`src/rtl/clkcfg_pkg.sv`:
```
package clkcfg_pkg;
  localparam int unsigned NBYTES      = 7;
  localparam int unsigned DUMMY_BYTES = 2;
  localparam logic [7:0]  COUNT_BYTE  = 8'h08;
  localparam logic [7:0]  ID_BYTE     = 8'h07;
  localparam int unsigned IDX_W       = 4;

  typedef enum logic [2:0] {
    ST_IDLE, ST_ADDR, ST_AACK, ST_WBYTE, ST_WACK, ST_RBYTE, ST_RACK
  } bus_st_e;

  // writable bits of each configuration byte
  function automatic logic [7:0] byte_wmask(int unsigned i);
    case (i)
      0: return 8'hA8;
      1: return 8'h3F;
      2: return 8'h7F;
      3: return 8'hFF;
      4: return 8'h3F;
      5: return 8'h0F;
      default: return 8'h00;
    endcase
  endfunction

  function automatic logic [7:0] byte_rstval(int unsigned i);
    case (i)
      0: return 8'h08;
      1: return 8'h07;
      2: return 8'h7F;
      3: return 8'hC7;
      4: return 8'h3F;
      default: return 8'h00;
    endcase
  endfunction
endpackage

```
`src/rtl/clkcfg_deglitch.sv`:
```
module clkcfg_deglitch #(
  parameter int unsigned FILT_LEN = 3
) (
  input  logic clk,
  input  logic rst_n,
  input  logic raw_i,
  output logic clean_o
);
  localparam int unsigned CW = $clog2(FILT_LEN + 1);

  logic [1:0]    sync_q;
  logic [CW-1:0] cnt_q;
  logic          clean_q;

  always_ff @(posedge clk or negedge rst_n) begin
    if (!rst_n) begin
      sync_q  <= 2'b11;
      cnt_q   <= '0;
      clean_q <= 1'b1;
    end else begin
      sync_q <= {sync_q[0], raw_i};
      if (sync_q[1] == clean_q) begin
        cnt_q <= '0;
      end else if (cnt_q == CW'(FILT_LEN - 1)) begin
        clean_q <= sync_q[1];
        cnt_q   <= '0;
      end else begin
        cnt_q <= cnt_q + 1'b1;
      end
    end
  end

  assign clean_o = clean_q;


  filt_follow_chk: assert property (@(posedge clk) disable iff (!rst_n)
    (clean_q != $past(clean_q)) |-> ($past(sync_q[1]) == clean_q));
endmodule

```
`src/rtl/clkcfg_regs.sv`:
```
module clkcfg_regs
  import clkcfg_pkg::*;
(
  input  logic                 clk,
  input  logic                 rst_n,
  input  logic                 wr_en_i,
  input  logic [2:0]           wr_idx_i,
  input  logic [7:0]           wr_data_i,
  input  logic [IDX_W-1:0]     rd_idx_i,
  output logic [7:0]           rd_data_o,
  input  logic [2:0]           strap_fs_i,
  input  logic                 strap_mult_i,
  input  logic                 cpu_stop_pin_i,
  output logic [NBYTES*8-1:0]  cfg_o
);
  logic [2:0] fs_q;
  logic       mult_q;
  logic       taken_q;
  logic [1:0] stop_sync_q;

  always_ff @(posedge clk or negedge rst_n) begin
    if (!rst_n) begin
      fs_q        <= '0;
      mult_q      <= 1'b0;
      taken_q     <= 1'b0;
      stop_sync_q <= '0;
    end else begin
      stop_sync_q <= {stop_sync_q[0], cpu_stop_pin_i};
      if (!taken_q) begin
        fs_q    <= strap_fs_i;
        mult_q  <= strap_mult_i;
        taken_q <= 1'b1;
      end
    end
  end

  logic [7:0] rd_byte [NBYTES];

  for (genvar g = 0; g < NBYTES; g++) begin : g_byte
    localparam logic [7:0] WM = byte_wmask(g);
    localparam logic [7:0] RV = byte_rstval(g);
    logic [7:0] store_q;
    logic [7:0] ro_bits;

    always_ff @(posedge clk or negedge rst_n) begin
      if (!rst_n)
        store_q <= RV & WM;
      else if (wr_en_i && wr_idx_i == 3'(g))
        store_q <= wr_data_i & WM;
    end

    if (g == 0) begin : g_ro0
      assign ro_bits = {3'b000, stop_sync_q[1], 1'b0, fs_q};
    end else if (g == 1) begin : g_ro1
      assign ro_bits = {mult_q, 7'b0};
    end else if (g == NBYTES - 1) begin : g_ro6
      assign ro_bits = ID_BYTE;
    end else begin : g_rox
      assign ro_bits = 8'h00;
    end

    assign rd_byte[g]       = store_q | ro_bits;
    assign cfg_o[g*8 +: 8]  = store_q;
  end

  always_comb begin
    if (rd_idx_i == '0)
      rd_data_o = COUNT_BYTE;
    else if (rd_idx_i <= IDX_W'(NBYTES))
      rd_data_o = rd_byte[3'(rd_idx_i - 1'b1)];
    else
      rd_data_o = 8'h00;
  end


  ro_byte_write_chk: assert property (@(posedge clk) disable iff (!rst_n)
    (wr_en_i && wr_idx_i == 3'(NBYTES - 1)) |=> (cfg_o == $past(cfg_o)));
endmodule

```
`src/rtl/clkcfg_busctl.sv`:
```
module clkcfg_busctl
  import clkcfg_pkg::*;
#(
  parameter logic [6:0] SLV_ADDR = 7'h69
) (
  input  logic             clk,
  input  logic             rst_n,
  input  logic             scl_f_i,
  input  logic             sda_f_i,
  output logic             sda_oe_o,
  output logic             wr_en_o,
  output logic [2:0]       wr_idx_o,
  output logic [7:0]       wr_data_o,
  output logic [IDX_W-1:0] rd_idx_o,
  input  logic [7:0]       rd_data_i
);
  logic scl_d, sda_d;
  logic start_ev, stop_ev, scl_rise, scl_fall;

  always_ff @(posedge clk or negedge rst_n) begin
    if (!rst_n) begin
      scl_d <= 1'b1;
      sda_d <= 1'b1;
    end else begin
      scl_d <= scl_f_i;
      sda_d <= sda_f_i;
    end
  end

  assign start_ev = scl_f_i & scl_d & sda_d & ~sda_f_i;
  assign stop_ev  = scl_f_i & scl_d & ~sda_d & sda_f_i;
  assign scl_rise = scl_f_i & ~scl_d;
  assign scl_fall = ~scl_f_i & scl_d;

  bus_st_e          st_q;
  logic [3:0]       bit_q;
  logic [7:0]       sh_q;
  logic [7:0]       tx_q;
  logic             rw_q;
  logic [IDX_W-1:0] idx_q;
  logic [IDX_W-1:0] idx_inc;

  assign idx_inc = (idx_q == '1) ? idx_q : idx_q + 1'b1;

  always_ff @(posedge clk or negedge rst_n) begin
    if (!rst_n) begin
      st_q      <= ST_IDLE;
      bit_q     <= '0;
      sh_q      <= '0;
      tx_q      <= '0;
      rw_q      <= 1'b0;
      idx_q     <= '0;
      wr_en_o   <= 1'b0;
      wr_idx_o  <= '0;
      wr_data_o <= '0;
    end else begin
      wr_en_o <= 1'b0;
      if (start_ev) begin
        st_q  <= ST_ADDR;
        bit_q <= '0;
        idx_q <= '0;
      end else if (stop_ev) begin
        st_q <= ST_IDLE;
      end else begin
        case (st_q)
          ST_ADDR: begin
            if (scl_rise) begin
              sh_q  <= {sh_q[6:0], sda_f_i};
              bit_q <= bit_q + 1'b1;
            end else if (scl_fall && bit_q == 4'd8) begin
              if (sh_q[7:1] == SLV_ADDR) begin
                rw_q <= sh_q[0];
                st_q <= ST_AACK;
              end else begin
                st_q <= ST_IDLE;
              end
            end
          end
          ST_AACK: if (scl_fall) begin
            bit_q <= '0;
            if (rw_q) begin
              tx_q <= rd_data_i;
              st_q <= ST_RBYTE;
            end else begin
              st_q <= ST_WBYTE;
            end
          end
          ST_WBYTE: begin
            if (scl_rise) begin
              sh_q  <= {sh_q[6:0], sda_f_i};
              bit_q <= bit_q + 1'b1;
            end else if (scl_fall && bit_q == 4'd8) begin
              st_q <= ST_WACK;
              if (idx_q >= IDX_W'(DUMMY_BYTES) &&
                  idx_q <  IDX_W'(DUMMY_BYTES + NBYTES)) begin
                wr_en_o   <= 1'b1;
                wr_idx_o  <= 3'(idx_q - IDX_W'(DUMMY_BYTES));
                wr_data_o <= sh_q;
              end
            end
          end
          ST_WACK: if (scl_fall) begin
            bit_q <= '0;
            idx_q <= idx_inc;
            st_q  <= ST_WBYTE;
          end
          ST_RBYTE: if (scl_fall) begin
            if (bit_q == 4'd7) begin
              bit_q <= '0;
              st_q  <= ST_RACK;
            end else begin
              tx_q  <= {tx_q[6:0], 1'b0};
              bit_q <= bit_q + 1'b1;
            end
          end
          ST_RACK: begin
            if (scl_rise) begin
              if (sda_f_i) st_q <= ST_IDLE;
              else         idx_q <= idx_inc;
            end else if (scl_fall) begin
              tx_q <= rd_data_i;
              st_q <= ST_RBYTE;
            end
          end
          default: st_q <= ST_IDLE;
        endcase
      end
    end
  end

  // rd_idx_o follows the transfer index; the next byte is latched on the clock fall
  assign rd_idx_o = idx_q;
  assign sda_oe_o = (st_q == ST_AACK) || (st_q == ST_WACK) ||
                    ((st_q == ST_RBYTE) && !tx_q[7]);


  sda_low_phase_chk: assert property (@(posedge clk) disable iff (!rst_n)
    (sda_oe_o != $past(sda_oe_o)) |-> !scl_f_i);

  idle_release_chk: assert property (@(posedge clk) disable iff (!rst_n)
    (st_q == ST_IDLE) |-> !sda_oe_o);

  write_only_in_write_chk: assert property (@(posedge clk) disable iff (!rst_n)
    wr_en_o |-> (!rw_q && wr_idx_o < 3'(NBYTES)));

  no_drive_during_master_ack_chk: assert property (@(posedge clk) disable iff (!rst_n)
    (st_q == ST_RACK) |-> !sda_oe_o);
endmodule

```
`src/rtl/clkcfg_smb_slave.sv`:
```
module clkcfg_smb_slave
  import clkcfg_pkg::*;
#(
  parameter logic [6:0]  SLV_ADDR = 7'h69,
  parameter int unsigned FILT_LEN = 3
) (
  input  logic       clk,
  input  logic       rst_n,
  input  logic       scl_i,
  input  logic       sda_i,
  output logic       sda_oe_o,
  input  logic [2:0] strap_fs_i,
  input  logic       strap_mult_i,
  input  logic       cpu_stop_pin_i,
  output logic       pci_stop_ctl_o,
  output logic       vch_48m_sel_o,
  output logic       spread_en_o,
  output logic [2:0] cpu_en_o,
  output logic [2:0] cpu_stop_ctl_o,
  output logic [6:0] pci_en_o,
  output logic [2:0] pcif_en_o,
  output logic [2:0] pcif_stop_ctl_o,
  output logic       usb_en_o,
  output logic       dot_en_o,
  output logic [5:0] clk66_en_o,
  output logic [1:0] usb_edge_o,
  output logic [1:0] dot_edge_o
);
  logic [1:0] line_raw, line_f;
  assign line_raw = {scl_i, sda_i};

  for (genvar g = 0; g < 2; g++) begin : g_filt
    clkcfg_deglitch #(.FILT_LEN(FILT_LEN)) u_filt (
      .clk(clk), .rst_n(rst_n), .raw_i(line_raw[g]), .clean_o(line_f[g])
    );
  end

  logic             wr_en;
  logic [2:0]       wr_idx;
  logic [7:0]       wr_data;
  logic [IDX_W-1:0] rd_idx;
  logic [7:0]       rd_data;
  logic [NBYTES*8-1:0] cfg;

  clkcfg_busctl #(.SLV_ADDR(SLV_ADDR)) u_bus (
    .clk(clk), .rst_n(rst_n), .scl_f_i(line_f[1]), .sda_f_i(line_f[0]),
    .sda_oe_o(sda_oe_o), .wr_en_o(wr_en), .wr_idx_o(wr_idx),
    .wr_data_o(wr_data), .rd_idx_o(rd_idx), .rd_data_i(rd_data)
  );

  clkcfg_regs u_regs (
    .clk(clk), .rst_n(rst_n), .wr_en_i(wr_en), .wr_idx_i(wr_idx),
    .wr_data_i(wr_data), .rd_idx_i(rd_idx), .rd_data_o(rd_data),
    .strap_fs_i(strap_fs_i), .strap_mult_i(strap_mult_i),
    .cpu_stop_pin_i(cpu_stop_pin_i), .cfg_o(cfg)
  );

  assign pci_stop_ctl_o  = cfg[3];
  assign vch_48m_sel_o   = cfg[5];
  assign spread_en_o     = cfg[7];
  assign cpu_en_o        = cfg[10:8];
  assign cpu_stop_ctl_o  = cfg[13:11];
  assign pci_en_o        = cfg[22:16];
  assign pcif_en_o       = cfg[26:24];
  assign pcif_stop_ctl_o = cfg[29:27];
  assign usb_en_o        = cfg[30];
  assign dot_en_o        = cfg[31];
  assign clk66_en_o      = cfg[37:32];
  assign usb_edge_o      = cfg[41:40];
  assign dot_edge_o      = cfg[43:42];

  logic unused_cfg;
  assign unused_cfg = ^{cfg[2:0], cfg[4], cfg[6], cfg[15:14], cfg[23],
                        cfg[39:38], cfg[55:44]};
endmodule

```
`config.mk`:
```
export PLATFORM = sky130hd
export DESIGN_NAME = clkcfg_smb_slave
export DESIGN_NICKNAME = d
export VERILOG_FILES = /design/src/rtl/clkcfg_pkg.sv /design/src/rtl/clkcfg_deglitch.sv /design/src/rtl/clkcfg_regs.sv /design/src/rtl/clkcfg_busctl.sv /design/src/rtl/clkcfg_smb_slave.sv
export SDC_FILE = /design/constraint.sdc
export NUM_CORES = 1
export LEC_CHECK = 0
export BUFFER_PORTS_ARGS = -buffer_cell sky130_fd_sc_hd__buf_4
export CORE_ASPECT_RATIO = 0.8
export CORE_UTILIZATION = 53
export DETAILED_ROUTE_END_ITERATION = 8
export PLACE_DENSITY = 0.86
export SLEW_MARGIN = 20
export SYNTH_ARGS = -nofsm -noshare
export SYNTH_HDL_FRONTEND = slang
export SYNTH_SLANG_ARGS = --single-unit
```
`constraint.sdc`:
```
create_clock -name clk -period 2.3 [get_ports clk]
set_input_delay 0 -clock clk [delete_from_list [all_inputs] [get_ports clk]]
set_output_delay 0 -clock clk [all_outputs]
set_load 0.01 [all_outputs]
```
==> metrics.txt <==
num ports=44; post-synthesis register bit count=93; drt wl/cell=17.50 µm; met2 wire length=between 4000 and 5000 µm; EDFF count, synth=0; max-cap viol count=0; Mapped Nets=426; Slew headroom=48.54%; sw power=roughly 0.0011 W; Root Driver=clkbuf_8; Clock Path Buffers=2; HP Class=input port to async pin; asr flop ratio synth=100.0%; Fin Clk Skew=a little over 0.01 ns; chip height=85.72 µm; share of cells above drive strength 1=37.08%; fin nets=456; DRT iter0 DRCs=299; core area=around 8500 µm²; clock network fraction of total power=31.3%; cell taking the most area after synthesis=dfrtp_1; diode count=0; critical path launch point type=flip-flop; fill cell count=667; commonest cells in the netlist=dfrtp_1 (63), mux2_2 (49), nand2_1 (47); num rows=30; final hold slack=0.1895 ns; initial antenna violation count=0; top area cells in the synthesized netlist=dfrtp_1 (34%), dfstp_2 (17%), mux2_2 (12%); cell family with most CP delay=simple AND/OR/NAND/NOR gates; top cell type's share of synthesized area=33.95%; slowest stage delay, CP=about 0.63 ns; top-count cell post-synth=dfrtp_1; IO buf count=43; dpl hpwl=6890 µm; final setup violation count=0; M1 WL=approximately 4400 µm; Worst path depth=6; power density over cell area=between 700 and 800 nW/µm²; cell area after layout=5239 µm²; vias in the first global route=3070; status=complete, no violations; H-tree Lvls=3; R2R depth=6; sequential share of power=a little over half; most frequently used flop master after synthesis=dfrtp_1; Skew-Pair Late Insertion Delay=0.36 ns; grt ovf=0; via count=3168; Max VDD drop=406.0 µV; syn avg cell area=11.32 µm²; P&R area growth vs syn=12.83%; Final Hold Viols=0; setup TNS=0 ns; chip width=106.6 µm; Final Max Slew Viols=0; total clock sinks=93; Worst EP required=2.60 ns; Pre-Repair DR Iteration Count=4; Critical path buffers and inverters=1; CP Max Fanout=11; Via-to-Cell Ratio=5.688; largest net degree at the start of global routing=between 40 and 50; Clock Pin Slew Worst Setup and Hold Paths=0.09 ns; Gate Count Post-Synth=410; total wire length=~10000 µm; mapped cell area=4643 µm²; fin crit period=2.133 ns; routed length on met3=505 µm; final period utilization=between 90% and 100%; DRC=0; GRT Total Usage=23.18%; Critical Setup Path Class=flip-flop to flip-flop; Int Power=0.002766 W; Synth warnings=0; Max Fclk=~470 MHz; Critical Path AT=2.43 ns; Critical Path Slowest Stage Cell=dfstp_2; CTS Buf Count=9; Starting Density=54.73%; Comb pwr share=15.8%; Design Power=0.003844 W; most used cell along the critical path=nand2_1; CTS tree=built; number of buffers added for setup after CTS=0; DP Area=just under 5000 µm²; RSZ-0062 raised after global routing=false; sequential area share after synthesis=between 50 and 60%; Worst Tran Pin Value=0.7612 ns; switching share of power=28.04%; GPL Wtd Cong=0.8443; CP Cell Sequence=nand2b_1, or3_1, buf_4, nor3_2, nand2_1, nand2_1; Detail Route Antenna Nets=0; post-synthesis cell type count=53; full die area=around 9100 µm²; crit end category=flip-flop; first-pass GRT wire length=~16000 µm; worst reg-to-reg setup slack=between 0.15 and 0.2 ns; Leakage=2.346 nW; DR top layer=met4
## cell usage in the layout, fill, tap and decap left out, drive strengths merged, types with 3 or more instances in the layout
cell / count
inv: 10
nor3: 10
xnor2: 5
nand3b: 3
a21o: 3
clkbuf: 10
a22oi: 6
nand4b: 3
mux4: 6
dlygate4sd3: 8
nor2: 22
nor2b: 7
a211oi: 5
nand2: 47
dfstp: 30
ha: 7
dfrtp: 63
o22ai: 4
nand2b: 7
o31ai: 4
mux2i: 4
nor3b: 4
a21oi: 13
nand3: 7
nor4bb: 4
o21ai: 15
mux2: 49
buf: 59
## power groups by stage
stage / clock network, W / logic (W) / registers, W
floorplan: 0 / 0.000511 / 0.00195
detailed placement: 0 / 0.000590 / 0.00206
finish: 0.00120 / 0.000608 / 0.00203
CTS: 0.00122 / 0.000609 / 0.00203
global placement: 0 / 0.000571 / 0.00204
global route: 0.00129 / 0.000679 / 0.00206
## worst register-to-register path: cells and delay by family, from the launching register on
kind | cells | cell delay, ns
simple gates | 5 | 1.28
flops | 1 | 0.63
buf+inv | 1 | 0.18
## state kept, by name (all words and copies together), names as in the netlist
register and count:
u_bus.wr_data_o 8, u_bus.scl_d 1, u_bus.sda_d 1, g_filt.u_filt.cnt_q 4
u_bus.sh_q 8, u_bus.bit_q 4, u_bus.wr_idx_o 3, u_regs.stop_sync_q 2
u_bus.rd_idx_o 4, u_bus.wr_en_o 1, u_regs.taken_q 1, u_bus.tx_q 8
g_filt.u_filt.clean_o 2, u_bus.rw_q 1, u_regs.fs_q 3, u_bus.st_q 3
u_regs.g_byte.store_q 34, g_filt.u_filt.sync_q 4, u_regs.mult_q 1
## layer usage
metal | up-vias | GRT usage [%]
met5 | - | 0
met4 | 0 | 7.098
met3 | 12 | 5.091
met2 | 87 | 35.72
met1 | 1593 | 33.05
li1 | 1476 | -
## final cells by class
type | instances | area (µm²) | area share, %
repair buffers | 67 | 535.5 | 10.22
clock inverters | 6 | 93.84 | 1.791
clock buffers | 10 | 127.6 | 2.436
multi-input cells | 261 | 1947 | 37.16
well taps | 112 | 140.1 | 2.675
inverters | 8 | 30.03 | 0.5732
flip-flops and latches | 93 | 2365 | 45.14
## cell families (layout without fill, tap and decap cells)
logic type | count (synthesis) | after routing | synth area share (%)
multiplexers | 59 | 59 | 15.66
AND/OR/NAND/NOR | 127 | 127 | 14.17
adder cells (fa/ha/maj) | 7 | 7 | 1.886
buffers and inverters | 56 | 91 | 7.303
AO/OA/AOI/OAI | 60 | 60 | 8.650
flip-flops | 93 | 93 | 50.93
XOR/XNOR | 7 | 7 | 1.320
other | 1 | 1 | 0.08076
## what timing repair did
item / CTS / global route
gates resized for setup: 0 / 1
hold buffers: 8 / 0
setup endpoints to repair: 0 / 2
hold endpoints to repair: 31 / 0
## final timing paths
path / from / end
worst max-delay path: u_bus.scl_d / u_bus.wr_data_o[6]
worst min-delay path: rst_n / u_regs.fs_q[0]
worst max register to register: u_bus.scl_d / u_bus.wr_data_o[6]
worst min register to register: g_filt[0].u_filt.sync_q[0] / g_filt[0].u_filt.sync_q[1]
max in group asynchronous: rst_n / g_filt[1].u_filt.clean_o
min in group clk: cpu_stop_pin_i / u_regs.stop_sync_q[0]
## metrics by stage
step / setup WS, ns / cells / utilization, %
2_1_floorplan: 0.01893 / 410 / -
3_3_place_gp: 0.2680 / 533 / 58.11
3_5_place_dp: 0.06651 / 533 / 58.11
4_1_cts: 0.05343 / 557 / 61.67
5_1_grt: 0.06307 / 557 / 61.76
6_report: 0.1667 / 557 / 61.76
Note: power is estimated with default switching activity, not from simulation.
